==> src/rtl/dtmr_pkg.sv <==
package dtmr_pkg;

  typedef enum logic [1:0] {
    RA_CTRL   = 2'd0,
    RA_STAT   = 2'd1,
    RA_COUNT  = 2'd2,
    RA_RELOAD = 2'd3
  } reg_addr_e;

  // status flag positions
  localparam int unsigned ST_FIX = 26;
  localparam int unsigned ST_DEC = 27;
  localparam int unsigned ST_WDG = 30;
  // control bit positions
  localparam int unsigned CT_AUTO  = 22;
  localparam int unsigned CT_FIXEN = 23;
  localparam int unsigned CT_DECEN = 26;
  localparam int unsigned CT_WDGEN = 27;

  // sticky update: clear first, then set, so a set wins
  function automatic logic [31:0] sticky_next(input logic [31:0] cur,
                                              input logic [31:0] set_v,
                                              input logic [31:0] clr_v,
                                              input logic [31:0] keep);
    return ((cur & ~clr_v) | set_v) & keep;
  endfunction

  // value the counter takes after a tick from a non-zero count
  function automatic logic [31:0] step_down(input logic [31:0] cur,
                                            input logic [31:0] refill,
                                            input logic        auto_en);
    if (cur == 32'd1) return auto_en ? refill : 32'd0;
    return cur - 32'd1;
  endfunction

endpackage

==> src/rtl/dtmr_count.sv <==
module dtmr_count
  import dtmr_pkg::*;
#(
  parameter int unsigned DW = 32
) (
  input  logic          clk,
  input  logic          rst_n,
  input  logic          tick_i,
  input  logic          load_i,
  input  logic [DW-1:0] load_val_i,
  input  logic [DW-1:0] refill_i,
  input  logic          auto_i,
  output logic [DW-1:0] cnt_o,
  output logic          expire_o
);

  logic [DW-1:0] cnt_q;
  logic          at_one_w;
  logic          live_w;

  assign at_one_w = (cnt_q == DW'(1));
  assign live_w   = (cnt_q != '0);
  assign expire_o = tick_i && !load_i && at_one_w;
  assign cnt_o    = cnt_q;

  always_ff @(posedge clk) begin
    if (!rst_n) begin
      cnt_q <= '0;
    end else if (load_i) begin
      cnt_q <= load_val_i;
    end else if (tick_i && live_w) begin
      cnt_q <= DW'(step_down(32'(cnt_q), 32'(refill_i), auto_i));
    end
  end

  p_step_r3: assert property (@(posedge clk) disable iff (!rst_n)
    (tick_i && !load_i && cnt_q > DW'(1)) |=> (cnt_q == $past(cnt_q) - DW'(1)));
  p_hold_r3: assert property (@(posedge clk) disable iff (!rst_n)
    (!tick_i && !load_i) |=> $stable(cnt_q));
  p_rest_r5: assert property (@(posedge clk) disable iff (!rst_n)
    (cnt_q == '0 && !load_i) |=> (cnt_q == '0));
  p_refill_r6: assert property (@(posedge clk) disable iff (!rst_n)
    (expire_o && auto_i) |=> (cnt_q == $past(refill_i)));
  p_load_wins_r12: assert property (@(posedge clk) disable iff (!rst_n)
    load_i |=> (cnt_q == $past(load_val_i)));

endmodule

==> src/rtl/dtmr_status.sv <==
module dtmr_status
  import dtmr_pkg::*;
#(
  parameter int unsigned DW = 32
) (
  input  logic          clk,
  input  logic          rst_n,
  input  logic [DW-1:0] set_i,
  input  logic          clr_en_i,
  input  logic [DW-1:0] clr_i,
  output logic [DW-1:0] st_o
);

  localparam logic [DW-1:0] KEEP =
    DW'((32'd1 << ST_FIX) | (32'd1 << ST_DEC) | (32'd1 << ST_WDG));

  logic [DW-1:0] st_q;
  logic [DW-1:0] clr_w;

  assign clr_w = clr_en_i ? clr_i : '0;
  assign st_o  = st_q;

  always_ff @(posedge clk) begin
    if (!rst_n) st_q <= '0;
    else        st_q <= DW'(sticky_next(32'(st_q), 32'(set_i), 32'(clr_w), 32'(KEEP)));
  end

  p_dec_sticky_r4: assert property (@(posedge clk) disable iff (!rst_n)
    (st_q[ST_DEC] && !(clr_en_i && clr_i[ST_DEC])) |=> st_q[ST_DEC]);
  p_w1c_r7: assert property (@(posedge clk) disable iff (!rst_n)
    (clr_en_i && clr_i[ST_WDG] && !set_i[ST_WDG]) |=> !st_q[ST_WDG]);
  p_set_wins_r8: assert property (@(posedge clk) disable iff (!rst_n)
    (set_i[ST_FIX] && clr_en_i && clr_i[ST_FIX]) |=> st_q[ST_FIX]);

endmodule

==> src/rtl/dtmr_top.sv <==
module dtmr_top
  import dtmr_pkg::*;
#(
  parameter int unsigned DW = 32
) (
  input  logic          clk,
  input  logic          rst_n,
  input  logic          tick_i,
  input  logic          wdog_evt_i,
  input  logic          fit_evt_i,
  input  logic          reg_wr_i,
  input  logic [1:0]    reg_addr_i,
  input  logic [DW-1:0] reg_wdata_i,
  output logic [DW-1:0] reg_rdata_o,
  output logic          irq_dec_o,
  output logic          irq_wdog_o,
  output logic          irq_fit_o
);

  logic [DW-1:0] ctl_q, refill_q, cnt_w, st_w, set_w;
  logic          ctl_wr, st_wr, cnt_wr, rel_wr, dec_expire;

  assign ctl_wr = reg_wr_i && (reg_addr_i == RA_CTRL);
  assign st_wr  = reg_wr_i && (reg_addr_i == RA_STAT);
  assign cnt_wr = reg_wr_i && (reg_addr_i == RA_COUNT);
  assign rel_wr = reg_wr_i && (reg_addr_i == RA_RELOAD);

  always_ff @(posedge clk) begin
    if (!rst_n) begin
      ctl_q    <= '0;
      refill_q <= '0;
    end else begin
      if (ctl_wr) ctl_q    <= reg_wdata_i;
      if (rel_wr) refill_q <= reg_wdata_i;
    end
  end

  dtmr_count #(.DW(DW)) u_count (
    .clk       (clk),
    .rst_n     (rst_n),
    .tick_i    (tick_i),
    .load_i    (cnt_wr),
    .load_val_i(reg_wdata_i),
    .refill_i  (refill_q),
    .auto_i    (ctl_q[CT_AUTO]),
    .cnt_o     (cnt_w),
    .expire_o  (dec_expire)
  );

  always_comb begin
    set_w         = '0;
    set_w[ST_DEC] = dec_expire;
    set_w[ST_WDG] = wdog_evt_i;
    set_w[ST_FIX] = fit_evt_i;
  end

  dtmr_status #(.DW(DW)) u_status (
    .clk     (clk),
    .rst_n   (rst_n),
    .set_i   (set_w),
    .clr_en_i(st_wr),
    .clr_i   (reg_wdata_i),
    .st_o    (st_w)
  );

  assign irq_dec_o  = st_w[ST_DEC] & ctl_q[CT_DECEN];
  assign irq_wdog_o = st_w[ST_WDG] & ctl_q[CT_WDGEN];
  assign irq_fit_o  = st_w[ST_FIX] & ctl_q[CT_FIXEN];

  always_comb begin
    unique case (reg_addr_i)
      RA_CTRL:  reg_rdata_o = ctl_q;
      RA_STAT:  reg_rdata_o = st_w;
      RA_COUNT: reg_rdata_o = cnt_w;
      default:  reg_rdata_o = refill_q;
    endcase
  end

  p_dec_irq_r9: assert property (@(posedge clk) disable iff (!rst_n)
    (dec_expire && ctl_q[CT_DECEN] && !ctl_wr) |=> irq_dec_o);
  p_dec_off_r9: assert property (@(posedge clk) disable iff (!rst_n)
    (ctl_wr && !reg_wdata_i[CT_DECEN]) |=> !irq_dec_o);
  p_wdog_irq_r10: assert property (@(posedge clk) disable iff (!rst_n)
    (wdog_evt_i && ctl_q[CT_WDGEN] && !ctl_wr) |=> irq_wdog_o);
  p_fit_irq_r11: assert property (@(posedge clk) disable iff (!rst_n)
    (fit_evt_i && ctl_q[CT_FIXEN] && !ctl_wr) |=> irq_fit_o);
  p_no_expire_on_load_r12: assert property (@(posedge clk) disable iff (!rst_n)
    cnt_wr |-> !dec_expire);

endmodule

==> config.mk <==
export PLATFORM = sky130hd
export DESIGN_NAME = dtmr_top
export DESIGN_NICKNAME = d
export VERILOG_FILES = /design/src/rtl/dtmr_pkg.sv /design/src/rtl/dtmr_count.sv /design/src/rtl/dtmr_status.sv /design/src/rtl/dtmr_top.sv
export SDC_FILE = /design/constraint.sdc
export NUM_CORES = 1
export LEC_CHECK = 0
export ABC_AREA = 1
export CORE_MARGIN = 3
export CORE_UTILIZATION = 40
export CTS_CLUSTER_SIZE = 28
export DETAILED_ROUTE_END_ITERATION = 16
export GPL_ROUTABILITY_DRIVEN = 0
export REMOVE_ABC_BUFFERS = 1
export SKIP_CTS_REPAIR_TIMING = 1
export SLEW_MARGIN = 20
export SYNTH_ARGS = -nofsm -noshare
export SYNTH_HDL_FRONTEND = slang
export SYNTH_SLANG_ARGS = --single-unit
==> constraint.sdc <==
create_clock -name clk -period 1.5 [get_ports clk]
set_input_delay 0.3 -clock clk [delete_from_list [all_inputs] [get_ports clk]]
set_output_delay 0.3 -clock clk [all_outputs]
set_load 0.02 [all_outputs]
# Yosys cells after proc, flatten, opt, wreduce, memory -nomap -nowiden
# Cells that the tools add are included.
# totals
mem_bits_ro,0
inputBits,40
regBits,99
memories,0
word_cells,37
mem_bits_rw,0
latch_bits,0
# classes
addsub,1
bitwise,6
div,0
multipliers,0
n_lt_le_gt_ge,0
reduce_logical,11
n_shift,0
mux,11
eq_ne,4
# op_table
cell,n
32-bit 2-to-1 mux,5
32-bit one-hot mux with 3 select lines,1
"32-bit by 1-bit equality test with 1-bit output, second input constant",1
32-bit nonzero test,1
"32-bit by 1-bit subtractor with 32-bit output, second input constant",1
31-bit AND,1
31-bit 2-to-1 mux,1
31-bit inverter,1
31-bit bitwise OR,1
1-bit logical AND,7
"2-bit equality test, second input constant",2
1-bit 2-to-1 mux,4
1-bit AND,3
"2-bit by 1-bit equality test with 1-bit output, second input constant",1
2-bit zero test,1
2-bit nonzero test,1
1-bit zero test,1

# Longest topological paths before layout
# Gate-level depths: netlist of run 1.
# logic_depth
depth_word,8
ltp_mapped,12
ltp_nobuf,11

# Cells and area by module
# Synthesis of run 1 repeated with hierarchy kept, for this count alone.
# hier_totals
hier_cells,1198
area_unflattened_um2,7130.6
# modules_own_cells
mod,cells_each,area_per_inst_um2,instances,seq_area_each_um2
dtmr_top,610,3777.4,1,1281.2
dtmr_count,542,3019.1,1,640.6
dtmr_status,46,334.1,1,60.1

# Worst setup path after synthesis of run 1
# OpenSTA, ideal clock, no wires.
# synth_timing
path_kind,input -> output
start,in reg_addr_i[0]
end,out reg_rdata_o[10]
arrival_ns,1.477
cell_stages,6
path_slack_ns,-0.277
n_path_buf,3
path_cell_list,buf_2 nor2_2 inv_2 clkbuf_1 buf_1 o221ai_1
# synth_between
elab_chain_cells,2
elab_cells_between_ends,4
cone_classes,2 x eq/ne; 1 x mux; 1 x reduce/logical
# synth_rtl
element,line_no,text
start: declaration,dtmr_top.sv:12,"input logic [1:0] reg_addr_i,"
2-bit equality test (tied with other cells),dtmr_top.sv:71,unique case (reg_addr_i)
32-bit one-hot mux with 3 select lines *,dtmr_top.sv:71,
end: declaration,dtmr_top.sv:14,"output logic [DW-1:0] reg_rdata_o,"
# Every way passes the cells marked *; elsewhere a longest branch is shown, timed or not.

# Worst setup path in the final report of run 1
# layout_timing
start,"reg u_count.cnt_q[1], in the netlist u_count.cnt_o[1]"
end,"reg u_count.cnt_q[1], in the netlist u_count.cnt_o[1]"
# layout_between
elab_chain_cells,8
elab_cells_between_ends,12
cone_classes,1 x add/sub; 1 x eq/ne; 7 x mux; 3 x reduce/logical
# layout_rtl
element,line_no,text
start: declaration,dtmr_count.sv:17,logic [DW-1:0] cnt_q;
start signal: assignment,dtmr_count.sv:30,cnt_q <= load_val_i;
start signal: assignment,dtmr_count.sv:32,"cnt_q <= DW'(step_down(32'(cnt_q), 32'(refill_i), auto_i));"
branches (longest 8 deep; another with 32-bit by 1-bit subtractor with 32-bit output),-,
# Several ways; the timed one is not identified. The select of a mux whose other input is x is not followed.
# A chain may end at the register's enable or synchronous reset.

==> impl_metrics.xml, run 1 <==
<?xml version="1.0" encoding="UTF-8"?>
<metrics>
  <group name="placement">
    <metric name="io_buffers" unit="">74</metric>
    <metric name="total_instance_count_after_detailed_placement" unit="">1270</metric>
    <metric name="placement.setup.worst_slack" unit="ns">-0.9274</metric>
    <metric name="dp.final_hpwl" unit="µm">13670</metric>
    <metric name="place_area" unit="mm²">0.007948</metric>
  </group>
  <group name="route">
    <metric name="routed_via_density" unit="">5.137</metric>
    <metric name="via_count" unit="">6709</metric>
    <metric name="ant_nets" unit="">0</metric>
    <metric name="initialDrtViolationCount" unit="">444</metric>
    <metric name="routed_wire_length_per_instance" unit="µm">15.75</metric>
    <metric name="routed_wirelength" unit="µm">20560</metric>
    <metric name="drc_errors" unit="">0</metric>
    <metric name="detail_route.first_pass.iterations" unit="">5</metric>
  </group>
  <group name="timing">
    <metric name="finalHoldWorstSlack" unit="ns">0.4176</metric>
    <metric name="final-setup-viol-count" unit="">44</metric>
    <metric name="slew_viol_final" unit="">0</metric>
    <metric name="final_min_period_over_clock_period" unit="%">115.5</metric>
    <metric name="layout_setup_ws" unit="ns">-0.2322</metric>
    <metric name="final_hold_vio_count" unit="">0</metric>
    <metric name="timing.final.crit_period" unit="ns">1.732</metric>
    <metric name="slew_headroom" unit="%">82.58</metric>
    <metric name="fmaxAchievable" unit="GHz">0.5773</metric>
    <metric name="worst_slew_pin_slew" unit="ns">0.2613</metric>
    <metric name="rsz0062_at_grt" unit="">true</metric>
    <metric name="clock_skew" unit="ns">0.01058</metric>
    <metric name="setup_total_negative_slack" unit="ns">-6.095</metric>
  </group>
  <group name="floorplan">
    <metric name="floorplan.io_pins" unit="">75</metric>
    <metric name="start_util" unit="%">41.07</metric>
    <metric name="core.rowCount" unit="">43</metric>
    <metric name="die_x" unit="µm">125.9</metric>
    <metric name="core_area" unit="mm²">0.01399</metric>
    <metric name="die_h" unit="µm">125.9</metric>
    <metric name="die_area" unit="mm²">0.01584</metric>
  </group>
  <group name="critical_path">
    <metric name="critPathArrivalTime" unit="ns">1.97</metric>
    <metric name="startpoint_type" unit="">register</metric>
    <metric name="reg2reg_depth" unit="">12</metric>
    <metric name="end_kind" unit="">register</metric>
    <metric name="timing.setup.critical_path_class" unit="">register to register</metric>
    <metric name="worst-path-max-fanout" unit="">7</metric>
    <metric name="worst_ep_required_time" unit="ns">1.74</metric>
  </group>
  <group name="layout">
    <metric name="design_area" unit="mm²">0.009438</metric>
    <metric name="drive_gt1_share" unit="%">42.90</metric>
    <metric name="final_cells" unit="">1306</metric>
    <metric name="insertedDiodeCount" unit="">0</metric>
    <metric name="num-nets-final" unit="">1165</metric>
    <metric name="fillCellCount" unit="">1197</metric>
    <metric name="area.growth.synth_to_final" unit="%">64.26</metric>
    <metric name="finish.utilization" unit="%">67.47</metric>
  </group>
  <group name="yosys">
    <metric name="synth.lib_cells_used.distinct" unit="">31</metric>
    <metric name="postSynth.asyncResetShare" unit="%">0</metric>
    <metric name="synthesis.instances" unit="">890</metric>
    <metric name="post_synth_instance_area" unit="mm²">0.005746</metric>
    <metric name="synthesis.yosys.warnings" unit="">0</metric>
    <metric name="synthFlopType" unit="">dfxtp_1</metric>
    <metric name="postSynthRegisterBits" unit="">99</metric>
    <metric name="number_of_synthesized_flops_with_an_enable_pin" unit="">0</metric>
    <metric name="synth_area_per_cell" unit="µm²">6.456</metric>
    <metric name="synth_area_leaders" unit="">dfxtp_1 (34%), nand2_1 (11%), nor2_1 (10%)</metric>
    <metric name="seq_area_frac_synth" unit="%">34.49</metric>
    <metric name="netlist.top_cell.by_area" unit="">dfxtp_1</metric>
    <metric name="synth_largest_type_area_fraction" unit="%">34.49</metric>
  </group>
  <group name="cts">
    <metric name="cts-root-to-sink-buffers" unit="">2</metric>
    <metric name="cts_buffers" unit="">9</metric>
    <metric name="cts.htree.levels" unit="">3</metric>
    <metric name="cts_tree" unit="">done</metric>
    <metric name="ctsRootBufferMaster" unit="">clkbuf_16</metric>
    <metric name="cts.sinks" unit="">99</metric>
    <metric name="clock_insertion_delay_worst_skew" unit="ns">0.36</metric>
    <metric name="clk_transition_reported_paths" unit="ns">0.07</metric>
  </group>
  <group name="outcome">
    <metric name="status" unit="">finished with violations</metric>
    <metric name="violations" unit="">negative setup slack</metric>
  </group>
  <group name="global_route">
    <metric name="wire_length_of_the_first_global_routing_pass" unit="µm">30730</metric>
    <metric name="globalRouteTotalUtil" unit="%">23.60</metric>
    <metric name="antenna_found_initial" unit="">0</metric>
    <metric name="first_global_vias" unit="">6158</metric>
    <metric name="grt_overflow_total" unit="">0</metric>
    <metric name="grt_start_max_net_pins" unit="">65</metric>
  </group>
  <group name="pwr">
    <metric name="power.density_cell_area" unit="mW/mm²">853.4</metric>
    <metric name="peakVddDrop" unit="mV">0.6414</metric>
    <metric name="post-layout-total-power" unit="mW">8.054</metric>
    <metric name="static-leakage-power" unit="nW">4.221</metric>
  </group>
  <group name="hold_path">
    <metric name="timing.hold.worst_path_depth" unit="">4</metric>
    <metric name="hp-class" unit="">input pin to register</metric>
  </group>
  <group name="run">
    <metric name="drv_cap" unit="">0</metric>
  </group>
</metrics>
-- Yosys cell counts, types with 9 or more instances --
master / count
nand2_1: 166
nor2_1: 153
dfxtp_1: 99
inv_1: 99
a21oi_1: 88
o21ai_0: 88
nand3_1: 39
o221ai_1: 29
clkbuf_1: 26
nand4_1: 13
nor2_2: 13
xor2_1: 9
-- cell type report --
class | count | area, µm² | area share, %
inverters | 105 | 421.7 | 4.468
well taps | 180 | 225.2 | 2.386
multi-input cells | 644 | 3986 | 42.24
flip-flops and latches | 99 | 2043 | 21.65
clock inverters | 4 | 50.05 | 0.5303
clock buffers | 11 | 252.7 | 2.678
repair buffers | 263 | 2459 | 26.05
-- layout by cell type, fill, tap and decap left out, drive strengths merged --
cell type,synthesis,final
buf,17,221
nand2,174,175
nor2,174,174
inv,103,103
dfxtp,99,99
o21ai,97,97
a21oi,88,88
nand3,40,40
clkdlybuf4s50,0,36
o221ai,29,29
clkbuf,26,14
nand4,13,13
xor2,9,9
a21o,8,8
nor3,5,5
ha,3,3
dlymetal6s2s,0,3
clkinv,2,3
o2111ai,2,2
clkinvlp,0,2
and2,1,1
bufinv,0,1
-- critical path, stage by stage (launching register included) --
cell     delay [ns]
dfxtp_2        0.34
inv_4          0.10
ha_4           0.14
nand2_2        0.06
nor2_4         0.13
nand2_4        0.08
nor2_4         0.12
nor2_4         0.05
nor2_4         0.12
buf_6          0.12
buf_12         0.14
a21o_1         0.14
nor2_1         0.05
-- layer usage --
layer	vias to the layer above	track usage [%]	part of all wire [%]
li1	3385	-	-
met1	3120	34.00	47
met2	171	37.26	47
met3	33	3.520	4.1
met4	0	5.931	2.1
met5	-	0	0
-- power breakdown --
part | switching [mW] | internal (mW) | total [mW]
Combinational | 1.41 | 1.27 | 2.69
Clock | 1.03 | 1.37 | 2.40
Sequential | 0.160 | 2.81 | 2.97
-- logic make-up (layout without fill, tap and decap cells) --
logic type,after synthesis,count (layout),share of synthesized area (%)
and+or+nand+nor,407,408,30.64
adders and majority gates,3,3,0.6534
DFF,99,99,34.49
buffers and inverters,148,383,10.56
xor gates and xnor gates,9,9,1.372
AOI/OAI and AO/OA,224,224,22.28
-- state kept, by name (all words and copies together) (netlist names) --
name,count
u_status.st_o,3
ctl_q,32
refill_q,32
u_count.cnt_o,32
-- path summary, 6_finish.rpt --
check / startpoint / endpoint / slack [ns]
worst min register to register: refill_q[6]$_SDFFE_PN0P_ / u_count.cnt_o[6]$_SDFFE_PN0P_ / 0.46
worst max register to register: u_count.cnt_o[1]$_SDFFE_PN0P_ / u_count.cnt_o[1]$_SDFFE_PN0P_ / -0.23
worst min-delay path: rst_n / u_count.cnt_o[23]$_SDFFE_PN0P_ / 0.42
worst max-delay path: u_count.cnt_o[1]$_SDFFE_PN0P_ / u_count.cnt_o[1]$_SDFFE_PN0P_ / -0.23
Note: power is estimated with default switching activity, not from simulation.
==> inputs of run 2 (changes only) <==
--- a/config.mk
+++ b/config.mk
@@ -6,6 +6,7 @@
 export NUM_CORES = 1
 export LEC_CHECK = 0
 export ABC_AREA = 1
+export CORE_ASPECT_RATIO = 0.6
 export CORE_MARGIN = 3
 export CORE_UTILIZATION = 40
 export CTS_CLUSTER_SIZE = 28
==> run 2 against run 1 <==
Net effect:
- the run still ends with negative setup slack left
- hold slack lost 0.12 ns
- power up 2.3%
- global-route usage rose by 0.68 points
- register-to-register slack lost 0.02 ns
- clock skew is 0.0039 ns lower
- non-clock buffer count is 5 higher
- critical path type unchanged
- count of clock-buffer cells in the layout down 1
- setup slack got worse by 0.025 ns
==> impl_metrics.xml, run 2 (synthesized netlist as in run 1, its figures left out) <==
<?xml version="1.0" encoding="UTF-8"?>
<metrics>
  <group name="outcome">
    <metric name="status" unit="">finished with violations</metric>
    <metric name="violations" unit="">negative setup slack</metric>
  </group>
  <group name="critical_path">
    <metric name="worst-path-max-fanout" unit="">5</metric>
    <metric name="startpoint_type" unit="">register</metric>
    <metric name="regToRegSetupSlack" unit="ns">-0.26</metric>
    <metric name="crit_start" unit="">u_count.cnt_o[0]$_SDFFE_PN0P_</metric>
    <metric name="timing.setup.critical_path_class" unit="">register to register</metric>
    <metric name="critPathArrivalTime" unit="ns">2.03</metric>
    <metric name="reg2reg_depth" unit="">11</metric>
    <metric name="r2r-end" unit="">u_count.cnt_o[22]$_SDFFE_PN0P_</metric>
    <metric name="r2r-start" unit="">u_count.cnt_o[0]$_SDFFE_PN0P_</metric>
    <metric name="worst_ep_required_time" unit="ns">1.77</metric>
    <metric name="end_kind" unit="">register</metric>
  </group>
  <group name="timing">
    <metric name="final_min_period_over_clock_period" unit="%">117.1</metric>
    <metric name="timing.final.crit_period" unit="ns">1.757</metric>
    <metric name="rsz0062_at_grt" unit="">true</metric>
    <metric name="final_hold_vio_count" unit="">0</metric>
    <metric name="clock_skew" unit="ns">0.006678</metric>
    <metric name="final-setup-viol-count" unit="">36</metric>
    <metric name="slew_viol_final" unit="">0</metric>
    <metric name="fmaxAchievable" unit="GHz">0.5691</metric>
    <metric name="layout_setup_ws" unit="ns">-0.2572</metric>
    <metric name="slew_headroom" unit="%">74.05</metric>
    <metric name="worst_slew_pin_slew" unit="ns">0.3852</metric>
    <metric name="finalHoldWorstSlack" unit="ns">0.2935</metric>
  </group>
  <group name="global_route">
    <metric name="wire_length_of_the_first_global_routing_pass" unit="µm">31070</metric>
    <metric name="grt_overflow_total" unit="">0</metric>
    <metric name="globalRouteTotalUtil" unit="%">24.28</metric>
    <metric name="antenna_found_initial" unit="">0</metric>
    <metric name="grt_start_max_net_pins" unit="">42</metric>
    <metric name="first_global_vias" unit="">5786</metric>
  </group>
  <group name="pwr">
    <metric name="comb_power_share" unit="%">33.9</metric>
    <metric name="power_report.internal_total" unit="mW">5.483</metric>
    <metric name="reg_power_share" unit="%">35.9</metric>
    <metric name="sw_frac_of_total" unit="%">33.43</metric>
    <metric name="power.net_switching" unit="mW">2.753</metric>
    <metric name="peakVddDrop" unit="mV">0.5346</metric>
    <metric name="power.clock.fraction" unit="%">30.3</metric>
    <metric name="static-leakage-power" unit="nW">4.239</metric>
    <metric name="power.density_cell_area" unit="mW/mm²">865.5</metric>
  </group>
  <group name="floorplan">
    <metric name="die_area" unit="mm²">0.01589</metric>
    <metric name="start_util" unit="%">41.54</metric>
    <metric name="core.rowCount" unit="">33</metric>
    <metric name="die_h" unit="µm">98.84</metric>
    <metric name="die_x" unit="µm">160.7</metric>
    <metric name="floorplan.io_pins" unit="">75</metric>
    <metric name="core_area" unit="mm²">0.01383</metric>
  </group>
  <group name="route">
    <metric name="initialDrtViolationCount" unit="">656</metric>
    <metric name="wl_met3" unit="µm">2152</metric>
    <metric name="dr_wl_met2" unit="µm">8908</metric>
    <metric name="detail_route.first_pass.iterations" unit="">5</metric>
    <metric name="m1WireLength" unit="µm">11300</metric>
    <metric name="top_layer" unit="">met4</metric>
    <metric name="routed_wire_length_per_instance" unit="µm">17.14</metric>
    <metric name="routed_via_density" unit="">5.187</metric>
    <metric name="drc_errors" unit="">0</metric>
    <metric name="ant_nets" unit="">0</metric>
    <metric name="via_count" unit="">6868</metric>
    <metric name="routed_wirelength" unit="µm">22690</metric>
  </group>
  <group name="layout">
    <metric name="layout_commonest_cell" unit="">buf_4</metric>
    <metric name="drive_gt1_share" unit="%">41.17</metric>
    <metric name="finish.utilization" unit="%">68.80</metric>
    <metric name="area.growth.synth_to_final" unit="%">65.64</metric>
    <metric name="layout.cells.most_common_list" unit="">buf_4 (170), nand2_1 (127), nor2_1 (123), o21ai_0 (82), inv_1 (80)</metric>
    <metric name="num-nets-final" unit="">1170</metric>
    <metric name="insertedDiodeCount" unit="">0</metric>
  </group>
  <group name="cts">
    <metric name="clk_transition_reported_paths" unit="ns">0.07</metric>
    <metric name="cts_tree" unit="">done</metric>
    <metric name="cts.sinks" unit="">99</metric>
    <metric name="cts_buffers" unit="">9</metric>
    <metric name="cts.htree.levels" unit="">3</metric>
    <metric name="ctsRootBufferMaster" unit="">clkbuf_16</metric>
    <metric name="cts-root-to-sink-buffers" unit="">2</metric>
    <metric name="clock_insertion_delay_worst_skew" unit="ns">0.35</metric>
  </group>
  <group name="placement">
    <metric name="io_buffers" unit="">74</metric>
    <metric name="dp.final_hpwl" unit="µm">14890</metric>
  </group>
  <group name="hold_path">
    <metric name="timing.hold.worst_endpoint" unit="">refill_q[0]$_SDFFE_PN0P_</metric>
    <metric name="worstHoldStart" unit="">rst_n</metric>
    <metric name="hp-class" unit="">input pin to register</metric>
    <metric name="timing.hold.worst_path_depth" unit="">3</metric>
  </group>
  <group name="run">
    <metric name="drv_cap" unit="">0</metric>
  </group>
</metrics>
[run 2: stage by stage]
step | power (mW) | cell area [µm²] | cells | setup slack (ns) | TNS (ns)
floorplan | 3.954 | 5533 | 847 | -2.229 | -93.70
global placement | 5.146 | 7965 | 1279 | -0.8979 | -69.28
detailed placement | 5.160 | 7965 | 1279 | -0.9521 | -70.19
CTS | 7.624 | 8274 | 1295 | -0.9604 | -45.79
global route | 8.597 | 9517 | 1324 | -0.3302 | -9.281
finish | 8.236 | 9517 | 1324 | -0.2572 | -6.591
[run 2: cell type report]
type | count | area, µm²
sequential | 99 | 2039
clock buffer | 10 | 239.0
fill | 1116 | 4315
inverter | 105 | 416.7
tap | 192 | 240.2
timing repair buffer | 268 | 2584
clock inverter | 6 | 70.07
multi-input combinational | 644 | 3928
[run 2: worst max path at each step]
stage                                endpoint  slack, ns  cells past startpoint
2_1_floorplan          ctl_q[22]$_SDFFE_PN0P_      -2.23                      6
4_1_cts                       reg_rdata_o[30]      -0.96                      5
3_5_place_dp                  reg_rdata_o[30]      -0.95                      5
3_3_place_gp                  reg_rdata_o[30]      -0.90                      5
5_1_grt        u_count.cnt_o[22]$_SDFFE_PN0P_      -0.33                     11
6_report       u_count.cnt_o[22]$_SDFFE_PN0P_      -0.26                     11
[run 2: worst max-delay path, cell delays in order (launching register included)]
cell and delay, ns:
dfxtp_2 0.37, buf_6 0.12, ha_4 0.15, inv_4 0.05
buf_6 0.10, nor3_2 0.12, nand3_1 0.15, nor2_4 0.26
nand3_2 0.11, nand2_2 0.09, nand2_2 0.05, a21oi_1 0.12
[run 2: power groups by stage]
stage | registers [mW] | logic, mW | clock network, mW
after global routing | 2.98 | 3.00 | 2.62
after floorplan | 2.95 | 1.01 | 0
after global placement | 2.96 | 2.18 | 0
after CTS | 2.90 | 2.21 | 2.51
after detailed placement | 2.96 | 2.20 | 0
final | 2.96 | 2.79 | 2.49
[run 2: routing by layer]
metal,global-route usage [%],up-vias
met5,0,-
met3,3.906,27
met1,40.82,3172
met4,4.098,0
met2,31.67,281
li1,-,3388
